**src/rtl/pwm_tbase_pkg.sv**
```systemverilog
package pwm_tbase_pkg;
  typedef enum logic [1:0] {
    CM_UP     = 2'b00,
    CM_DOWN   = 2'b01,
    CM_UPDN   = 2'b10,
    CM_FREEZE = 2'b11
  } cnt_mode_e;

  typedef enum logic [1:0] {
    RM_HALT   = 2'b00,
    RM_ENDCYC = 2'b01,
    RM_FREE0  = 2'b10,
    RM_FREE1  = 2'b11
  } run_mode_e;
endpackage

```
**src/rtl/pwm_tbase_presc.sv**
```systemverilog
module pwm_tbase_presc #(
  parameter int CDIV_W = 3,
  parameter int HDIV_W = 3
) (
  input  logic              clk_i,
  input  logic              rst_ni,
  input  logic [CDIV_W-1:0] clk_div_i,
  input  logic [HDIV_W-1:0] hs_div_i,
  output logic              tick_o
);
  localparam int S1_W = HDIV_W + 1;
  localparam int S2_W = (1 << CDIV_W) - 1;

  logic [S1_W-1:0] s1_q, s1_lim;
  logic [S2_W-1:0] s2_q, s2_lim;
  logic [S2_W:0]   s2_span;
  logic            s1_hit;

  // stage 1: 1 or 2*hs, stage 2: 2^cd
  assign s1_lim  = (hs_div_i == '0) ? '0 : ({hs_div_i, 1'b0} - S1_W'(1));
  assign s2_span = (S2_W+1)'(1) << clk_div_i;
  assign s2_lim  = s2_span[S2_W-1:0] - S2_W'(1);
  assign s1_hit  = (s1_q >= s1_lim);
  assign tick_o  = s1_hit && (s2_q >= s2_lim);

  always_ff @(posedge clk_i or negedge rst_ni) begin
    if (!rst_ni) begin
      s1_q <= '0;
      s2_q <= '0;
    end else begin
      s1_q <= s1_hit ? '0 : s1_q + S1_W'(1);
      if (s1_hit) s2_q <= tick_o ? '0 : s2_q + S2_W'(1);
    end
  end
endmodule

```
**src/rtl/pwm_tbase_period.sv**
```systemverilog
module pwm_tbase_period #(
  parameter int CNT_W = 16
) (
  input  logic             clk_i,
  input  logic             rst_ni,
  input  logic             wr_i,
  input  logic             imm_i,
  input  logic [CNT_W-1:0] data_i,
  input  logic             xfer_i,
  output logic [CNT_W-1:0] prd_o
);
  logic [CNT_W-1:0] act_q, shd_q;

  always_ff @(posedge clk_i or negedge rst_ni) begin
    if (!rst_ni) begin
      act_q <= '0;
      shd_q <= '0;
    end else if (wr_i && imm_i) begin
      act_q <= data_i;
      shd_q <= data_i;
    end else begin
      if (wr_i)   shd_q <= data_i;
      if (xfer_i) act_q <= shd_q;
    end
  end

  assign prd_o = act_q;
endmodule

```
**src/rtl/pwm_tbase_count.sv**
```systemverilog
module pwm_tbase_count
  import pwm_tbase_pkg::*;
#(
  parameter int CNT_W = 16
) (
  input  logic             clk_i,
  input  logic             rst_ni,
  input  logic             tick_i,
  input  logic [1:0]       cnt_mode_i,
  input  logic [1:0]       run_mode_i,
  input  logic [CNT_W-1:0] prd_i,
  output logic [CNT_W-1:0] cnt_o,
  output logic             zero_o,
  output logic             prd_o,
  output logic             dir_down_o,
  output logic             adv_o,
  output logic             wrap_o
);
  localparam logic [CNT_W-1:0] ONE = CNT_W'(1);

  logic [CNT_W-1:0] cnt_q, nxt;
  logic             dir_q, dir_nxt, done_q, run_ok;

  assign run_ok = run_mode_i[1] || ((run_mode_i == RM_ENDCYC) && !done_q);
  assign adv_o  = tick_i && (cnt_mode_i != CM_FREEZE) && run_ok;
  assign wrap_o = adv_o && (nxt == '0);

  always_comb begin
    nxt     = cnt_q;
    dir_nxt = dir_q;
    unique case (cnt_mode_i)
      CM_UP: begin
        nxt     = (cnt_q >= prd_i) ? '0 : cnt_q + ONE;
        dir_nxt = 1'b0;
      end
      CM_DOWN: begin
        nxt     = (cnt_q == '0 || cnt_q > prd_i) ? prd_i : cnt_q - ONE;
        dir_nxt = 1'b1;
      end
      CM_UPDN: begin
        if (prd_i == '0)        nxt = '0;
        else if (dir_q)         nxt = (cnt_q > prd_i) ? prd_i :
                                      (cnt_q == '0) ? ONE : cnt_q - ONE;
        else                    nxt = (cnt_q >= prd_i) ? prd_i - ONE : cnt_q + ONE;
        if (prd_i != '0 && nxt == prd_i) dir_nxt = 1'b1;
        else if (nxt == '0)              dir_nxt = 1'b0;
        else                             dir_nxt = (nxt < cnt_q);
      end
      default: ;
    endcase
  end

  always_ff @(posedge clk_i or negedge rst_ni) begin
    if (!rst_ni) begin
      cnt_q  <= '0;
      dir_q  <= 1'b0;
      zero_o <= 1'b0;
      prd_o  <= 1'b0;
      done_q <= 1'b0;
    end else begin
      zero_o <= adv_o && (nxt == '0);
      prd_o  <= adv_o && (nxt == prd_i);
      if (adv_o) begin
        cnt_q <= nxt;
        dir_q <= dir_nxt;
      end
      if (run_mode_i[1])                                  done_q <= 1'b0;
      else if (wrap_o && (run_mode_i == RM_ENDCYC))       done_q <= 1'b1;
    end
  end

  assign cnt_o      = cnt_q;
  assign dir_down_o = dir_q;
endmodule

```
**src/rtl/pwm_tbase.sv**
```systemverilog
module pwm_tbase #(
  parameter int CNT_W  = 16,
  parameter int CDIV_W = 3,
  parameter int HDIV_W = 3
) (
  input  logic              clk_i,
  input  logic              rst_ni,
  input  logic [1:0]        cnt_mode_i,
  input  logic [1:0]        run_mode_i,
  input  logic [CDIV_W-1:0] clk_div_i,
  input  logic [HDIV_W-1:0] hs_div_i,
  input  logic              prd_imm_i,
  input  logic              prd_wr_i,
  input  logic [CNT_W-1:0]  prd_data_i,
  output logic [CNT_W-1:0]  cnt_o,
  output logic              zero_o,
  output logic              prd_o,
  output logic              dir_down_o
);
  logic             tick, adv, wrap;
  logic [CNT_W-1:0] prd_act;

  pwm_tbase_presc #(.CDIV_W(CDIV_W), .HDIV_W(HDIV_W)) u_presc (
    .clk_i, .rst_ni, .clk_div_i, .hs_div_i, .tick_o(tick)
  );

  pwm_tbase_period #(.CNT_W(CNT_W)) u_prd (
    .clk_i, .rst_ni, .wr_i(prd_wr_i), .imm_i(prd_imm_i),
    .data_i(prd_data_i), .xfer_i(wrap), .prd_o(prd_act)
  );

  pwm_tbase_count #(.CNT_W(CNT_W)) u_cnt (
    .clk_i, .rst_ni, .tick_i(tick), .cnt_mode_i, .run_mode_i,
    .prd_i(prd_act), .cnt_o, .zero_o, .prd_o, .dir_down_o,
    .adv_o(adv), .wrap_o(wrap)
  );
endmodule

```
**config.mk**
```make
export PLATFORM = sky130hd
export DESIGN_NAME = pwm_tbase
export DESIGN_NICKNAME = d
export VERILOG_FILES = /design/src/rtl/pwm_tbase_pkg.sv /design/src/rtl/pwm_tbase_presc.sv /design/src/rtl/pwm_tbase_period.sv /design/src/rtl/pwm_tbase_count.sv /design/src/rtl/pwm_tbase.sv
export SDC_FILE = /design/constraint.sdc
export NUM_CORES = 1
export LEC_CHECK = 0
export BUFFER_PORTS_ARGS = -buffer_cell sky130_fd_sc_hd__buf_2
export CAP_MARGIN = 0
export CORE_MARGIN = 3
export CORE_UTILIZATION = 62
export CTS_CLUSTER_DIAMETER = 100
export CTS_CLUSTER_SIZE = 24
export DETAILED_ROUTE_END_ITERATION = 12
export GPL_TIMING_DRIVEN = 0
export PLACE_DENSITY = 0.79
export SKIP_CTS_REPAIR_TIMING = 1
export SYNTH_ARGS = -nofsm -noshare
export SYNTH_HDL_FRONTEND = slang
export SYNTH_SLANG_ARGS = --single-unit
```
**constraint.sdc**
```tcl
create_clock -name clk_i -period 6 [get_ports clk_i]
set_input_delay 0.6 -clock clk_i [delete_from_list [all_inputs] [get_ports clk_i]]
set_output_delay 0.6 -clock clk_i [all_outputs]
set_load 0.005 [all_outputs]
```
==> impl_metrics.tcl <==
set metrics [dict create \
    status "completed" \
    vias_per_cell 7.41 \
    cp-end-kind "flip-flop" \
    rows 37 \
    dp.cells 1027 \
    final_cell_mix "xnor2_1, dfrtp_1, buf_2" \
    slew_viol_final 0 \
    max-slew-margin-rel_pct 17.5 \
    ios 49 \
    grt_usage_pct 42.8 \
    layout.cells.non_filler 1040 \
    gp_congestion 1.16 \
    reg2reg_depth 16 \
    synth.top_cell.area_share_pct 23.3 \
    fin_nets 983 \
    die_h_um 110 \
    reg2reg_from "u_prd.prd_o[5]" \
    synth_adder_area_share_pct 9.77 \
    clock_latency_ns 0.36 \
    synth-seq-cells 63 \
    ys_async_sr_fraction_pct 100 \
    clk_root_buffer_cell "clkbuf_8" \
    total_power_w 0.00352 \
    cts_buffers 9 \
    clkSinkCount 63 \
    powerDensity_nw_per_um2 475 \
    drtIter0Drc 1323 \
    die_area_um2 12200 \
    post-dp-hpwl_um 19800 \
    required_ns 6.24 \
    synth_top_family_by_area "compound AO/OA/AOI/OAI gates" \
    grt_overflow 0 \
    path_max_fanout 10 \
    critPathKind "reg2reg" \
    clock_skew_ns 0.0180 \
    period_needed_ns 5.86 \
    max-clock-path-buffers 2 \
    yosysUniqueCellTypes 83 \
    cts_tree "built" \
    syn_area_um2 6760 \
    drtAntennaViolNets 0 \
    wl_per_cell_um 25.8 \
    antenna_found_initial 0 \
    synthXorXnorAreaFrac_pct 9.06 \
    rsz0062_at_grt "false" \
    avgSynthCellArea_um2 8.01 \
    yosys-top-cells-area "dfrtp_1, ha_1, xnor2_1" \
    fmax_ghz 0.171 \
    synth_top_cell_by_area "dfrtp_1" \
    synth_edf_count 0 \
    clk_pin_slew_ns 0.08 \
    hold_class "in2async" \
    vdd.ir_drop.worst_v 0.000242 \
    dr_total_vias 7710 \
    synth_nets 926 \
    setup_viol 0 \
    start_kind "flip-flop" \
    finish.utilization_pct 70.9 \
    worstMarginPinSlew_ns 1.23 \
    synth_ff_type "dfrtp_1" \
    critPathLaunch "u_prd.prd_o[5]" \
    synth-compound-area-share_pct 24.3 \
    fill_cells 865 \
    crit_arrival_ns 6.10 \
    grt_max_degree 64 \
    n_antenna_cell 0 \
    core_um2 10500 \
    grt_first_pass_wirelength_um 41200 \
    synth_seq_area_share_pct 23.3 \
    timing.hold.ws_ns 0.321 \
    layout_worst_path_cycle_share_pct 97.7 \
    yosys_warnings 0 \
    die_x_um 110 \
    area_growth_pct 9.69 \
    drive_gt1_share_pct 15.6 \
    htreeDepth 3 \
    wl_um 26900 \
    layout_commonest_cell "xnor2_1" \
    initial_core_util_pct 64.6 \
    p_leak_nw 3.01 \
    synthMuxAreaShare_pct 3.88 \
    first_pass_iters 9 \
    postSynthCellCount 844 \
    grt_pass1_vias 7399 \
    synthSimpleGateAreaFrac_pct 22.8 \
    maxCapViolCount 0 \
    port_buffers 47 \
    drc 0 \
    finalHoldViolCount 0 \
]
through the flow:
step	cell area, µm²	setup slack [ns]	setup TNS [ns]
3_3_place_gp	7170	-0.151	-0.151
3_5_place_dp	7170	-0.260	-0.260
5_1_grt	7420	0.0551	0
2_1_floorplan	6760	1.26	0
6_report	7420	0.135	0
4_1_cts	7350	-0.288	-0.288
Yosys cell counts, types with 19 or more instances:
| cell type | number |
|---|---|
| nor2_1 | 58 |
| nand4_1 | 21 |
| nor3_1 | 35 |
| xnor2_1 | 64 |
| ha_1 | 52 |
| dfrtp_1 | 63 |
| o21ai_0 | 48 |
| inv_1 | 40 |
| a21oi_1 | 59 |
| clkbuf_1 | 34 |
| a31oi_1 | 19 |
| nand2_1 | 57 |
| nand3_1 | 34 |
kinds of logic (layout without fill, tap and decap cells):
family,after synthesis,in the layout
AOI/OAI and AO/OA,240,240
xor gates and xnor gates,70,70
adders and majority gates,53,53
buffers and inverters,107,167
DFF,63,63
muxes,24,24
and+or+nand+nor,287,287
worst paths after layout:
| check | endpoint | slack [ns] |
|---|---|---|
| max | u_prd.prd_o[7] | 0.14 |
| max reg2reg | u_prd.prd_o[7] | 0.14 |
| min in group clk_i | u_cnt.done_q | 0.40 |
| min reg2reg | u_presc.s1_q[0] | 0.50 |
| max in group asynchronous | u_prd.prd_o[15] | 5.06 |
| min | u_cnt.cnt_o[4] | 0.32 |
final cells by class:
cell class                 instances  area, µm²  share of cell area (%)
clock buffer                      10        138                    1.85
buffer                            55        279                    3.76
tap                              136        170                    2.29
inverter                          50        191                    2.58
timing repair buffer              48        245                    3.31
sequential                        63       1580                    21.3
clock inverter                     4       47.5                   0.641
multi-input combinational        674       4770                    64.3
registers in the layout, indices dropped and copies added, names as in the netlist:
register and count:
u_cnt.cnt_o 16, u_cnt.dir_down_o 1, u_cnt.done_q 1, u_cnt.prd_o 1
u_cnt.zero_o 1, u_prd.prd_o 16, u_prd.shd_q 16, u_presc.s1_q 4
u_presc.s2_q 7
worst max-delay path: stages (launching register included):
cell	delay [ns]
dfrtp_1	0.48
clkinv_1	0.32
ha_1	0.40
a41o_1	0.23
a21oi_1	0.36
o221ai_4	0.30
nor3_1	1.05
clkbuf_1	0.67
nand2b_1	0.11
o2111a_1	0.16
a32oi_1	0.61
nor2b_1	0.16
and3_1	0.23
buf_2	0.17
buf_2	0.19
a31oi_1	0.22
a21oi_1	0.09
metal layers:
metal  up-vias  GRT usage (%)  wire, µm
met3       261           13.8      3810
met5         -              0         0
met4         0           29.9      2580
li1       3250              -         -
met1      3491           53.3      9600
met2       708           62.3     10900
power by group:
| part | switching (W) | internal, W | total [W] |
|---|---|---|---|
| Clock | 0.000182 | 0.000197 | 0.000380 |
| Combinational | 0.00158 | 0.000877 | 0.00246 |
| Sequential | 0.000163 | 0.000523 | 0.000686 |
| Total | 0.00193 | 0.00160 | 0.00352 |
(Power assumes the default switching activity.)
